--- config.mk ---
export PLATFORM = sky130hd
export DESIGN_NAME = spiq_master_top
export DESIGN_NICKNAME = d
export VERILOG_FILES = /design/src/rtl/spiq_pkg.sv /design/src/rtl/spiq_fifo.sv /design/src/rtl/spiq_ctrl.sv /design/src/rtl/spiq_datapath.sv /design/src/rtl/spiq_master_top.sv
export SDC_FILE = /design/constraint.sdc
export NUM_CORES = 1
export LEC_CHECK = 0
export BUFFER_PORTS_ARGS = -buffer_cell sky130_fd_sc_hd__clkbuf_2
export CAP_MARGIN = 10
export CORE_MARGIN = 4
export CORE_UTILIZATION = 35
export CTS_CLUSTER_DIAMETER = 150
export CTS_CLUSTER_SIZE = 28
export DETAILED_ROUTE_END_ITERATION = 7
export PLACE_DENSITY = 0.55
export SLEW_MARGIN = 30
export SYNTH_ARGS = -nofsm -noshare
export SYNTH_HDL_FRONTEND = slang
export SYNTH_SLANG_ARGS = --single-unit
export TNS_END_PERCENT = 100
--- constraint.sdc ---
create_clock -name clk -period 8.71 [get_ports clk]
set_input_delay 0.871 -clock clk [delete_from_list [all_inputs] [get_ports clk]]
set_output_delay 0.871 -clock clk [all_outputs]
set_load 0.02 [all_outputs]
--- src/rtl/spiq_pkg.sv ---
package spiq_pkg;
  localparam int DATA_W = 16;
  localparam int NUM_TSETS = 8;
  localparam int CS_W = 6;

  localparam logic [3:0] ADDR_CTRL  = 4'd0;
  localparam logic [3:0] ADDR_COUNT = 4'd1;
  localparam logic [3:0] ADDR_STAT  = 4'd2;
  localparam logic [3:0] ADDR_IRQEN = 4'd3;
  localparam logic [3:0] ADDR_PUSH  = 4'd4;
  localparam logic [3:0] ADDR_POP   = 4'd5;

  localparam int BIT_MASTER   = 31;
  localparam int BIT_FLUSHTX  = 11;
  localparam int BIT_FLUSHRX  = 10;
  localparam int BIT_TCF      = 31;
  localparam int BIT_EOQ      = 28;
  localparam int BIT_TXFILL   = 25;
  localparam int BIT_RXOVF    = 19;
  localparam int BIT_RXDRAIN  = 17;

  typedef struct packed {
    logic             cont;
    logic [2:0]       tsel;
    logic             eoq;
    logic             ctcnt;
    logic [3:0]       spare;
    logic [CS_W-1:0]  pcs;
  } spiq_cmd_t;

  typedef struct packed {
    logic loadFrame;
    logic sampleBit;
    logic shiftBit;
    logic frameDone;
  } spiq_strobe_t;
endpackage

--- src/rtl/spiq_fifo.sv ---
module spiq_fifo #(
  parameter int WIDTH = 32,
  parameter int DEPTH = 4
) (
  input  logic             clk,
  input  logic             rstN,
  input  logic             flush,
  input  logic             push,
  input  logic [WIDTH-1:0] din,
  input  logic             pop,
  output logic [WIDTH-1:0] head,
  output logic             full,
  output logic             empty
);
  localparam int PTR_W = (DEPTH > 1) ? $clog2(DEPTH) : 1;
  localparam int CNT_W = $clog2(DEPTH + 1);
  localparam logic [PTR_W-1:0] LAST = PTR_W'(DEPTH - 1);

  logic [WIDTH-1:0] mem [DEPTH];
  logic [PTR_W-1:0] rdPtr, wrPtr;
  logic [CNT_W-1:0] count;
  logic doPush, doPop;

  assign full   = (count == CNT_W'(DEPTH));
  assign empty  = (count == '0);
  assign doPush = push && !full;
  assign doPop  = pop && !empty;
  assign head   = mem[rdPtr];

  always_ff @(posedge clk) begin
    if (doPush) mem[wrPtr] <= din;
  end

  always_ff @(posedge clk or negedge rstN) begin
    if (!rstN) begin
      rdPtr <= '0;
      wrPtr <= '0;
      count <= '0;
    end else if (flush) begin
      rdPtr <= '0;
      wrPtr <= '0;
      count <= '0;
    end else begin
      if (doPush) wrPtr <= (wrPtr == LAST) ? '0 : wrPtr + 1'b1;
      if (doPop)  rdPtr <= (rdPtr == LAST) ? '0 : rdPtr + 1'b1;
      count <= count + CNT_W'(doPush) - CNT_W'(doPop);
    end
  end

  assert_fifo_push_R6: assert property (@(posedge clk) disable iff (!rstN)
    !(push && full));
  assert_fifo_pop_R2: assert property (@(posedge clk) disable iff (!rstN)
    !(pop && empty));
endmodule

--- src/rtl/spiq_ctrl.sv ---
module spiq_ctrl
  import spiq_pkg::*;
#(
  parameter int HALF_CYCLES = 2
) (
  input  logic                      clk,
  input  logic                      rstN,
  input  logic                      masterEn,
  input  logic                      txEmpty,
  input  logic                      halted,
  input  logic [$clog2(DATA_W)-1:0] lastIdx,
  output spiq_strobe_t              stb,
  output logic                      sck,
  output logic                      busy
);
  localparam int DIV_W = (HALF_CYCLES > 1) ? $clog2(HALF_CYCLES) : 1;
  localparam int IDX_W = $clog2(DATA_W);

  typedef enum logic [1:0] {ST_IDLE, ST_LOW, ST_HIGH} state_t;
  state_t state;
  logic [DIV_W-1:0] divCnt;
  logic [IDX_W-1:0] bitIdx;
  logic halfDone;

  assign halfDone = (divCnt == DIV_W'(HALF_CYCLES - 1));
  assign sck  = (state == ST_HIGH);
  assign busy = (state != ST_IDLE);

  always_comb begin
    stb = '0;
    unique case (state)
      ST_IDLE: stb.loadFrame = masterEn && !txEmpty && !halted;
      ST_LOW:  stb.sampleBit = halfDone;
      ST_HIGH: begin
        stb.frameDone = halfDone && (bitIdx == lastIdx);
        stb.shiftBit  = halfDone && (bitIdx != lastIdx);
      end
      default: ;
    endcase
  end

  always_ff @(posedge clk or negedge rstN) begin
    if (!rstN) begin
      state  <= ST_IDLE;
      divCnt <= '0;
      bitIdx <= '0;
    end else begin
      divCnt <= halfDone ? '0 : divCnt + 1'b1;
      unique case (state)
        ST_IDLE: begin
          divCnt <= '0;
          bitIdx <= '0;
          if (stb.loadFrame) state <= ST_LOW;
        end
        ST_LOW: if (halfDone) state <= ST_HIGH;
        ST_HIGH: if (halfDone) begin
          if (stb.frameDone) state <= ST_IDLE;
          else begin
            state  <= ST_LOW;
            bitIdx <= bitIdx + 1'b1;
          end
        end
        default: state <= ST_IDLE;
      endcase
    end
  end
endmodule

--- src/rtl/spiq_datapath.sv ---
module spiq_datapath
  import spiq_pkg::*;
#(
  parameter int TX_DEPTH = 4,
  parameter int RX_DEPTH = 4
) (
  input  logic                      clk,
  input  logic                      rstN,
  input  logic                      wrEn,
  input  logic                      rdEn,
  input  logic [3:0]                addr,
  input  logic [31:0]               wdata,
  output logic [31:0]               rdata,
  input  spiq_strobe_t              stb,
  input  logic                      busy,
  output logic                      masterEn,
  output logic                      txEmpty,
  output logic                      halted,
  output logic [$clog2(DATA_W)-1:0] lastIdx,
  input  logic                      miso,
  output logic                      mosi,
  output logic [CS_W-1:0]           csOut,
  output logic                      irq
);
  localparam int IDX_W = $clog2(DATA_W);

  logic masterReg;
  logic [CS_W-1:0] idleLvl;
  logic irqEnTcf, irqEnEoq;
  logic [IDX_W-1:0] tsetSize [NUM_TSETS];
  logic tsetLsb [NUM_TSETS];
  logic tcfFlag, eoqFlag, ovfFlag;
  logic [15:0] xferCnt;
  spiq_cmd_t cmd, headCmd;
  logic csActive;
  logic [DATA_W-1:0] txShift, rxShift, rxWord, rxHead, loadMask, curMask;
  logic [31:0] txHead;
  logic txFull, rxFull, rxEmpty;
  logic wrCtrl, wrStat, wrPush, rdPop;
  logic curLsb;
  logic [IDX_W-1:0] curSize, loadSize;

  function automatic logic [DATA_W-1:0] maskOf(input logic [IDX_W-1:0] size);
    logic [DATA_W:0] wide;
    wide = ({{DATA_W{1'b0}}, 1'b1} << size) << 1;
    return DATA_W'(wide - 1'b1);
  endfunction

  assign wrCtrl = wrEn && (addr == ADDR_CTRL);
  assign wrStat = wrEn && (addr == ADDR_STAT);
  assign wrPush = wrEn && (addr == ADDR_PUSH);
  assign rdPop  = rdEn && (addr == ADDR_POP);

  assign headCmd  = spiq_cmd_t'(txHead[31:16]);
  assign loadSize = tsetSize[headCmd.tsel];
  assign loadMask = maskOf(loadSize);
  assign curSize  = tsetSize[cmd.tsel];
  assign curLsb   = tsetLsb[cmd.tsel];
  assign curMask  = maskOf(curSize);
  assign lastIdx  = curSize;
  assign masterEn = masterReg;
  assign halted   = eoqFlag;

  spiq_fifo #(.WIDTH(32), .DEPTH(TX_DEPTH)) u_txFifo (
    .clk(clk), .rstN(rstN), .flush(wrCtrl && wdata[BIT_FLUSHTX]),
    .push(wrPush && !txFull), .din(wdata), .pop(stb.loadFrame),
    .head(txHead), .full(txFull), .empty(txEmpty));

  assign rxWord = (curLsb ? (rxShift >> (IDX_W'(DATA_W - 1) - curSize)) : rxShift) & curMask;

  spiq_fifo #(.WIDTH(DATA_W), .DEPTH(RX_DEPTH)) u_rxFifo (
    .clk(clk), .rstN(rstN), .flush(wrCtrl && wdata[BIT_FLUSHRX]),
    .push(stb.frameDone && !rxFull), .din(rxWord), .pop(rdPop && !rxEmpty),
    .head(rxHead), .full(rxFull), .empty(rxEmpty));

  assign mosi  = curLsb ? txShift[0] : txShift[curSize];
  assign csOut = idleLvl ^ ({CS_W{csActive}} & cmd.pcs);
  assign irq   = (tcfFlag && irqEnTcf) || (eoqFlag && irqEnEoq);

  // Configuration registers
  always_ff @(posedge clk or negedge rstN) begin
    if (!rstN) begin
      masterReg <= 1'b0;
      idleLvl   <= '1;
      irqEnTcf  <= 1'b0;
      irqEnEoq  <= 1'b0;
      for (int i = 0; i < NUM_TSETS; i++) begin
        tsetSize[i] <= IDX_W'(DATA_W - 1);
        tsetLsb[i]  <= 1'b0;
      end
    end else if (wrEn) begin
      if (addr == ADDR_CTRL) begin
        masterReg <= wdata[BIT_MASTER];
        idleLvl   <= wdata[16 +: CS_W];
      end
      if (addr == ADDR_IRQEN) begin
        irqEnTcf <= wdata[BIT_TCF];
        irqEnEoq <= wdata[BIT_EOQ];
      end
      if (addr[3]) begin
        tsetSize[addr[2:0]] <= wdata[IDX_W-1:0];
        tsetLsb[addr[2:0]]  <= wdata[IDX_W];
      end
    end
  end

  // Frame state, shifters, counter, sticky flags
  always_ff @(posedge clk or negedge rstN) begin
    if (!rstN) begin
      cmd      <= '0;
      csActive <= 1'b0;
      txShift  <= '0;
      rxShift  <= '0;
      xferCnt  <= '0;
      tcfFlag  <= 1'b0;
      eoqFlag  <= 1'b0;
      ovfFlag  <= 1'b0;
    end else begin
      if (stb.loadFrame) begin
        cmd      <= headCmd;
        csActive <= 1'b1;
        txShift  <= txHead[DATA_W-1:0] & loadMask;
        rxShift  <= '0;
        if (headCmd.ctcnt) xferCnt <= '0;
      end
      if (stb.sampleBit)
        rxShift <= curLsb ? {miso, rxShift[DATA_W-1:1]} : {rxShift[DATA_W-2:0], miso};
      if (stb.shiftBit)
        txShift <= curLsb ? (txShift >> 1) : (txShift << 1);

      if (stb.frameDone)                     tcfFlag <= 1'b1;
      else if (wrStat && wdata[BIT_TCF])     tcfFlag <= 1'b0;
      if (stb.frameDone && cmd.eoq)          eoqFlag <= 1'b1;
      else if (wrStat && wdata[BIT_EOQ])     eoqFlag <= 1'b0;
      if (stb.frameDone && rxFull)           ovfFlag <= 1'b1;
      else if (wrStat && wdata[BIT_RXOVF])   ovfFlag <= 1'b0;

      if (stb.frameDone) begin
        xferCnt  <= xferCnt + 1'b1;
        csActive <= cmd.cont;
      end
    end
  end

  // Registered read port
  always_ff @(posedge clk or negedge rstN) begin
    if (!rstN) rdata <= '0;
    else if (rdEn) begin
      rdata <= '0;
      if (addr[3]) rdata <= {{(31-IDX_W){1'b0}}, tsetLsb[addr[2:0]], tsetSize[addr[2:0]]};
      else begin
        unique case (addr)
          ADDR_CTRL:  rdata <= {masterReg, 9'b0, idleLvl, 16'b0};
          ADDR_COUNT: rdata <= {xferCnt, 16'b0};
          ADDR_STAT: begin
            rdata[BIT_TCF]     <= tcfFlag;
            rdata[BIT_EOQ]     <= eoqFlag;
            rdata[BIT_TXFILL]  <= !txFull;
            rdata[BIT_RXOVF]   <= ovfFlag;
            rdata[BIT_RXDRAIN] <= !rxEmpty;
          end
          ADDR_IRQEN: begin
            rdata[BIT_TCF] <= irqEnTcf;
            rdata[BIT_EOQ] <= irqEnEoq;
          end
          ADDR_POP: rdata <= {16'b0, rxEmpty ? 16'b0 : rxHead};
          default: ;
        endcase
      end
    end
  end

  assert_start_needs_data_R2: assert property (@(posedge clk) disable iff (!rstN)
    stb.loadFrame |-> !txEmpty);
  assert_eoq_halts_R5: assert property (@(posedge clk) disable iff (!rstN)
    eoqFlag |-> !stb.loadFrame);
  assert_cs_held_R3: assert property (@(posedge clk) disable iff (!rstN)
    busy |-> csActive);
  assert_master_gate_R9: assert property (@(posedge clk) disable iff (!rstN)
    !masterReg |-> !stb.loadFrame);
endmodule

--- src/rtl/spiq_master_top.sv ---
module spiq_master_top
  import spiq_pkg::*;
#(
  parameter int TX_DEPTH    = 4,
  parameter int RX_DEPTH    = 4,
  parameter int HALF_CYCLES = 2
) (
  input  logic        clk,
  input  logic        rstN,
  input  logic        wrEn,
  input  logic        rdEn,
  input  logic [3:0]  addr,
  input  logic [31:0] wdata,
  output logic [31:0] rdata,
  output logic        sck,
  output logic        mosi,
  input  logic        miso,
  output logic [5:0]  csOut,
  output logic        irq
);
  spiq_strobe_t stb;
  logic busy, masterEn, txEmpty, halted;
  logic [$clog2(DATA_W)-1:0] lastIdx;

  spiq_ctrl #(.HALF_CYCLES(HALF_CYCLES)) u_ctrl (
    .clk(clk), .rstN(rstN), .masterEn(masterEn), .txEmpty(txEmpty),
    .halted(halted), .lastIdx(lastIdx), .stb(stb), .sck(sck), .busy(busy));

  spiq_datapath #(.TX_DEPTH(TX_DEPTH), .RX_DEPTH(RX_DEPTH)) u_dp (
    .clk(clk), .rstN(rstN), .wrEn(wrEn), .rdEn(rdEn), .addr(addr),
    .wdata(wdata), .rdata(rdata), .stb(stb), .busy(busy),
    .masterEn(masterEn), .txEmpty(txEmpty), .halted(halted),
    .lastIdx(lastIdx), .miso(miso), .mosi(mosi), .csOut(csOut), .irq(irq));
endmodule

==> results by group, run 1 <==
Drt
  • DR iter-0 viols: between 800 and 900
  • Post-route antenna net violation count: 0
  • Via density: about 5.4
  • Via count: 10100
  • Routed WL: roughly 38 mm
  • Remaining DRCs: 0
  • First drt pass iteration count: 5
  • Routed WL per cell: 20.3 µm

Finish
  • Layout area overhead: 9.32%
  • Final net count: 1340
  • Filler cells: 4351
  • Reg area: 0.00946 mm²
  • Multi-input gate area: between 0.006 and 0.007 mm²
  • # diodes: 0
  • Commonest cells after routing, fill and taps aside: edfxtp_1, nand2_1, dfrtp_1, clkbuf_2, mux2i_1
  • Share of layout cells above drive strength 1: between 20% and 30%
  • Final Non-Filler Cells: ~1900
  • Commonest non-fill, non-tap cell in the layout: edfxtp_1

Global route
  • Antenna violations before repair: 0
  • Vias in the first global route: 9887
  • Grt total ovfl: 0
  • First-pass GRT wire length: approximately 60 mm
  • GRT Util Overall: approximately 15%
  • Largest net degree at the start of global routing: 94

Placement
  • Port buffer count: 77
  • Post-placement cell count: 1861
  • Post-DP HPWL: between 20 and 30 mm
  • GPL Wtd Cong: 0.844

Timing
  • RSZ-0062 raised after global routing: no
  • Final hold violation count: 0
  • TNS Setup: 0 ps
  • Final Skew: between 30 and 40 ps
  • Worst-margin pin slew: between 900 and 1000 ps
  • Hold_ws: 402 ps
  • Fin. max-slew vios: 0
  • Final Setup Violations: 0
  • Fin crit period: 5020 ps
  • Slew headroom: around a third
  • Maximum clock frequency: approximately 200 MHz
  • Final Cycle Share: between 50% and 60%

Setup path
  • CP Data Required Time: 9120 ps
  • Crit. End Element: register
  • FF-to-FF Start: u_dp.cmd[13]
  • Critical path class: reg -> reg
  • Max FO, Critical Path: 37
  • Critical Path Start Type: register
  • Critical Path Source: u_dp.cmd[13]
  • CP arrival: 5440 ps

Synth
  • Post-Syn Nets: ~1300
  • YS warnings: 0
  • Syn_area_per_cell: ~13 µm²
  • Post-synth top area share: about 32%
  • Fraction of registers with async set/reset: roughly half
  • Post-synthesis cell count: 1242
  • Synth unique cells: 66
  • Sequential fraction of the synthesis area: between 50% and 60%
  • Top cells by area, synth: edfxtp_1, dfrtp_1, mux4_2, dfstp_2, mux2i_1
  • Synth area leader: edfxtp_1
  • Synth Flop Type: edfxtp_1
  • Post-synth EDFFs: 176
  • Mapped cell area: ~0.016 mm²
  • Synth Register Bits: 341

Pwr
  • Pwr/cell area: 302 mW/mm²
  • Tot Pwr: 0.00537 W
  • Lkg Pwr: approximately 6.7 nW
  • Maximum vdd drop: 0.149 mV

Floorplanning
  • Initial Util: between 30% and 40%
  • Die area: approximately 0.050 mm²
  • IO Count: just over 80
  • Die height: roughly 220 µm
  • FP Rows: 78
  • Core Area: approximately 0.046 mm²
  • Die Width: 224 µm

Clock network
  • CTS max path bufs: 3
  • Total CTS buffers: 16
  • Clock Sinks: around 340
  • Worst-Skew Late Latency: 530 ps
  • Post-cts sizing count: 0
  • Postcts setup bufs: 0
  • Root Driver: clkbuf_16
  • CTS Hold Bufs: 0
  • H-tree depth: 1
  • Clock transition at path regs: 120 ps
  • TritonCTS clock tree: built

Job
  • Number of max-cap violations: 0

Hold path
  • Hold Path Class: in -> async

Run status
  • Status: finished, final reports clean
-- Yosys cell counts, types with 9 or more instances --
master / n
a211oi_1: 13
inv_1: 29
a221oi_1: 11
dfstp_2: 38
xnor2_1: 17
nor3_1: 27
ha_1: 18
nor2b_1: 12
mux2_2: 62
nand3_1: 33
mux4_2: 64
clkbuf_1: 53
and3_1: 11
o21ai_1: 12
nand2_1: 149
and2_1: 19
a22o_1: 15
a21oi_1: 46
dfrtp_1: 127
o211ai_1: 9
edfxtp_1: 176
o21ai_0: 42
mux2i_1: 73
buf_1: 9
nor2_1: 67
buf_2: 9
-- stage by stage --
| step | setup slack [ps] | utilization (%) | area (µm²) |
|---|---|---|---|
| after floorplan | 4940 | - | 16300 |
| after global placement | 3710 | 37.8 | 17200 |
| after detailed placement | 3680 | 37.8 | 17300 |
| after CTS | 3640 | 38.9 | 17800 |
| after global routing | 3350 | 38.9 | 17800 |
| final | 3690 | 38.9 | 17800 |
-- power breakdown --
part / total (W) / internal, W / switching, W / leakage (nW)
Combinational: 0.00228 / 0.000901 / 0.00138 / 2.83
Sequential: 0.00220 / 0.00195 / 0.000245 / 3.62
Clock: 0.000897 / 0.000377 / 0.000520 / 0.233
Total: 0.00537 / 0.00323 / 0.00214 / 6.69
-- layer usage --
layer / share of wire (%) / track usage (%) / up-vias
met4: 1.6 / 2.60 / 0
met2: 48 / 24.5 / 216
met1: 47 / 22.2 / 5127
met5: 0 / 0 / -
li1: - / - / 4749
met3: 3.6 / 1.81 / 36
-- state kept, by name, indices dropped and copies added, names as in the netlist, 2 cells and up --
signal	flops
u_dp.u_txFifo.mem	112
u_dp.u_rxFifo.wrPtr	2
u_dp.rdata	32
u_dp.rxShift	16
u_dp.tsetLsb	8
u_dp.u_txFifo.wrPtr	2
u_ctrl.state	2
u_dp.u_rxFifo.mem	64
u_dp.txShift	16
u_dp.u_rxFifo.rdPtr	2
u_dp.idleLvl	6
u_dp.u_rxFifo.count	3
u_dp.cmd	11
u_dp.tsetSize	32
u_dp.u_txFifo.rdPtr	2
u_dp.xferCnt	16
u_ctrl.bitIdx	4
u_dp.u_txFifo.count	3
-- area by class of cell --
type | instances | area share (%)
clock inverters | 1 | 0.169
flip-flops and latches | 341 | 53.2
inverters | 30 | 0.633
multi-input cells | 796 | 36.2
clock buffers | 27 | 2.60
well taps | 600 | 4.22
repair buffers | 94 | 2.98
-- worst max-delay path: stages (launching register included) --
cell and delay [ps]:
dfrtp_1 810, mux4_2 620, mux2i_4 150, buf_4 460
xnor2_1 170, or4_1 860, a211oi_4 460, inv_1 80
ha_1 280, inv_1 60, ha_1 130, inv_1 50
fa_1 370, xor2_1 190, xnor2_1 140, nor2_1 50
-- final timing paths --
kind / endpoint / slack [ps] / cells after the start
min in group clk: u_dp.cmd[15] / 490 / 2
max in group asynchronous: u_dp.tsetLsb[3] / 7130 / 2
max reg2reg: u_dp.u_rxFifo.count[2] / 3690 / 15
max: u_dp.u_rxFifo.count[2] / 3690 / 15
min: u_dp.rdata[26] / 400 / 1
min reg2reg: u_dp.cmd[15] / 490 / 2
-- cells by family (layout without fill, tap and decap cells) --
logic type                 count (synthesis)  after routing  share of synthesized area (%)
AOI/OAI and AO/OA                        207            207                           8.75
xor gates and xnor gates                  18             18                          0.969
adders and majority gates                 20             20                           1.63
buffers and inverters                    105            152                           2.61
DFF                                      341            341                           58.2
muxes                                    201            201                           17.9
and+or+nand+nor                          350            350                           9.94
Power figures use the tool's default switching activity.
==> run 2: changes to the inputs <==
==> constraint.sdc (replaced) <==
create_clock -name clk -period 4.9 [get_ports clk]
set_input_delay 0.49 -clock clk [delete_from_list [all_inputs] [get_ports clk]]
set_output_delay 0.49 -clock clk [all_outputs]
set_load 0.02 [all_outputs]
==> results by group, run 2 (same netlist as run 1, synthesis figures left out) <==
Finish
  • Commonest non-fill, non-tap cell in the layout: edfxtp_1
  • Layout area overhead: 10.1%
  • Largest reg by FF count: u_dp.u_txFifo.mem
  • Final net count: 1357 (+1.3%)
  • Number of flip-flops under the largest register name: 112 (unchanged)
  • Share of layout cells above drive strength 1: 24.3% (+0.77 points)
  • Final instance area: 0.0179 mm² (+0.70%)
  • Top Registers: u_dp.u_txFifo.mem x112, u_dp.u_rxFifo.mem x64
  • Commonest cells after routing, fill and taps aside: edfxtp_1, nand2_1, dfrtp_1, clkbuf_2, mux2i_1

Global route
  • Vias in the first global route: 10400 (+4.8%)
  • First-pass GRT wire length: 61.3 mm (+2.2%)
  • Antenna violations before repair: 1 (+1)
  • GRT Util Overall: 15.3% (+0.20 points)
  • Largest net degree at the start of global routing: 98 (+4.3%)
  • Grt total ovfl: 0 (unchanged)

Setup path
  • Max FO, Critical Path: 24 (-35%)
  • CP most frequent cell: buf_4
  • R2r endpoint: u_dp.u_rxFifo.mem[1][11]
  • Critical Path Start Type: register
  • CP Data Required Time: 4410 ps (-4710 ps)
  • Critical path class: reg -> out
  • Crit path largest cell delay: 580 ps (-280 ps)
  • Crit. End Element: output pin
  • CP arrival: 3870 ps (-1570 ps)
  • FF-to-FF Start: u_dp.cmd[13]
  • Slowest CP cell: dfrtp_1
  • Buf/Inv on CP: 4 (unchanged)
  • FF-to-FF path depth: 12 (-3)
  • R2r setup slk: 710 ps (-2980 ps)
  • Cell family with most CP delay: buffers and inverters
  • CP Cell Sequence: buf_4, mux4_2, mux2i_4, buf_4, nor2b_1, nand2_1, o21ai_0, a211oi_1, o31ai_1, buf_4, clkbuf_2

Placement
  • GPL Wtd Cong: 0.854 (+1.2%)
  • Port buffer count: 77 (unchanged)
  • DP Area: 0.0174 mm² (+0.73%)
  • Post-DP HPWL: 26.7 mm (+4.6%)

Timing
  • Final Setup Violations: 0 (unchanged)
  • Fin crit period: 4360 ps
  • Fin. max-slew vios: 0 (unchanged)
  • Slew headroom: 40.2% (+5.2 points)
  • RSZ-0062 raised after global routing: no
  • Final Cycle Share: between 80% and 90%
  • Maximum clock frequency: 230 MHz
  • Final hold violation count: 0 (unchanged)
  • Worst-margin pin slew: 890 ps (-83.8 ps)
  • TNS Setup: 0 ps (unchanged)
  • Final Skew: 39.5 ps (+7.96 ps)

Floorplanning
  • Core Area: 0.0457 mm² (unchanged)
  • Die Width: 224 µm (unchanged)
  • Die height: 224 µm (unchanged)
  • FP Rows: 78 (unchanged)
  • IO Count: 82 (unchanged)
  • Die area: 0.0500 mm² (unchanged)
  • Initial Util: 35.6% (unchanged)

Pwr
  • Maximum vdd drop: 0.307 mV (+110%)
  • Lkg Pwr: 6.77 nW (+1.2%)
  • Pwr/cell area: 539 mW/mm² (+78%)

Drt
  • DR iter-0 viols: 785 (-11%)
  • Via density: 5.35 (-0.25%)
  • Post-route antenna net violation count: 0 (unchanged)
  • First drt pass iteration count: 7 (+2)
  • Via count: 10200 (+0.75%)
  • Remaining DRCs: 0 (unchanged)
  • Routed WL per cell: 20.2 µm (-0.56%)
  • Routed WL: 38.5 mm (+0.44%)

Hold path
  • Worst hold start: wdata[14]
  • Hold Path End: u_dp.u_txFifo.mem[2][14]
  • Hold path depth: 1
  • Hold Path Class: in -> reg

Clock network
  • Total CTS buffers: 16 (unchanged)
  • TritonCTS clock tree: built
  • H-tree depth: 1 (unchanged)
  • Root Driver: clkbuf_16
  • CTS max path bufs: 3 (unchanged)
  • Postcts setup bufs: 0 (unchanged)
  • Worst-Skew Late Latency: 560 ps (+30 ps)
  • Clock transition at path regs: 110 ps (about the same)
  • Clock Sinks: 341 (unchanged)

Run status
  • Status: finished, final reports clean

Job
  • Number of max-cap violations: 0 (unchanged)
[run 2: worst max-delay path by stage]
stage / from / to / slack [ps] / cells past startpoint
floorplan: u_dp.cmd[13] / u_dp.u_rxFifo.count[2] / 1130 / 16
global placement: u_dp.cmd[13] / u_dp.u_rxFifo.count[2] / 790 / 15
detailed placement: u_dp.cmd[13] / u_dp.u_rxFifo.mem[1][5] / 790 / 12
CTS: u_dp.cmd[13] / mosi / 540 / 11
global route: u_dp.cmd[13] / mosi / 260 / 11
finish: u_dp.cmd[13] / mosi / 540 / 11
[run 2: routing by layer]
layer | up-vias | global-route usage (%) | share of wire (%) | wire, µm
li1 | 4775 | - | - | -
met1 | 5179 | 22.1 | 47 | 18300
met2 | 206 | 25.1 | 47 | 18200
met3 | 42 | 1.81 | 3.5 | 1330
met4 | 2 | 3.08 | 1.9 | 737
met5 | - | 0 | 0.034 | 13
[run 2: power by group]
part           internal, W  switching (W)  leakage (nW)
clock             0.000643       0.000933         0.227
sequential         0.00347       0.000436          3.62
combinational      0.00168        0.00249          2.92
[run 2: cell type report]
| type | instances | area, µm² |
|---|---|---|
| clock buffers | 26 | 438 |
| repair buffers | 111 | 666 |
| fillers | 4354 | 27800 |
| diodes | 2 | 5.00 |
| well taps | 600 | 751 |
| flip-flops and latches | 341 | 9460 |
| multi-input cells | 796 | 6420 |
| inverters | 30 | 113 |
| clock inverters | 2 | 46.3 |
[run 2: repair_timing]
action                                  in CTS  in global routing
gates resized for setup                      0                  0
endpoints found under the setup margin       0                  0
hold buffers                                 1                  0
hold endpoints to repair                    62                  0
[run 2: stage by stage]
stage	std cells	worst slack, ps	power, W	hold slack (ps)	util (%)
6_report	1908	544	0.00966	149	39.2
5_1_grt	1906	260	0.0103	133	39.2
4_1_cts	1906	536	0.00972	126	39.2
3_5_place_dp	1877	789	0.00813	463	38.1
3_3_place_gp	1876	792	0.00806	462	38.1
2_1_floorplan	1242	1130	0.00693	194	-
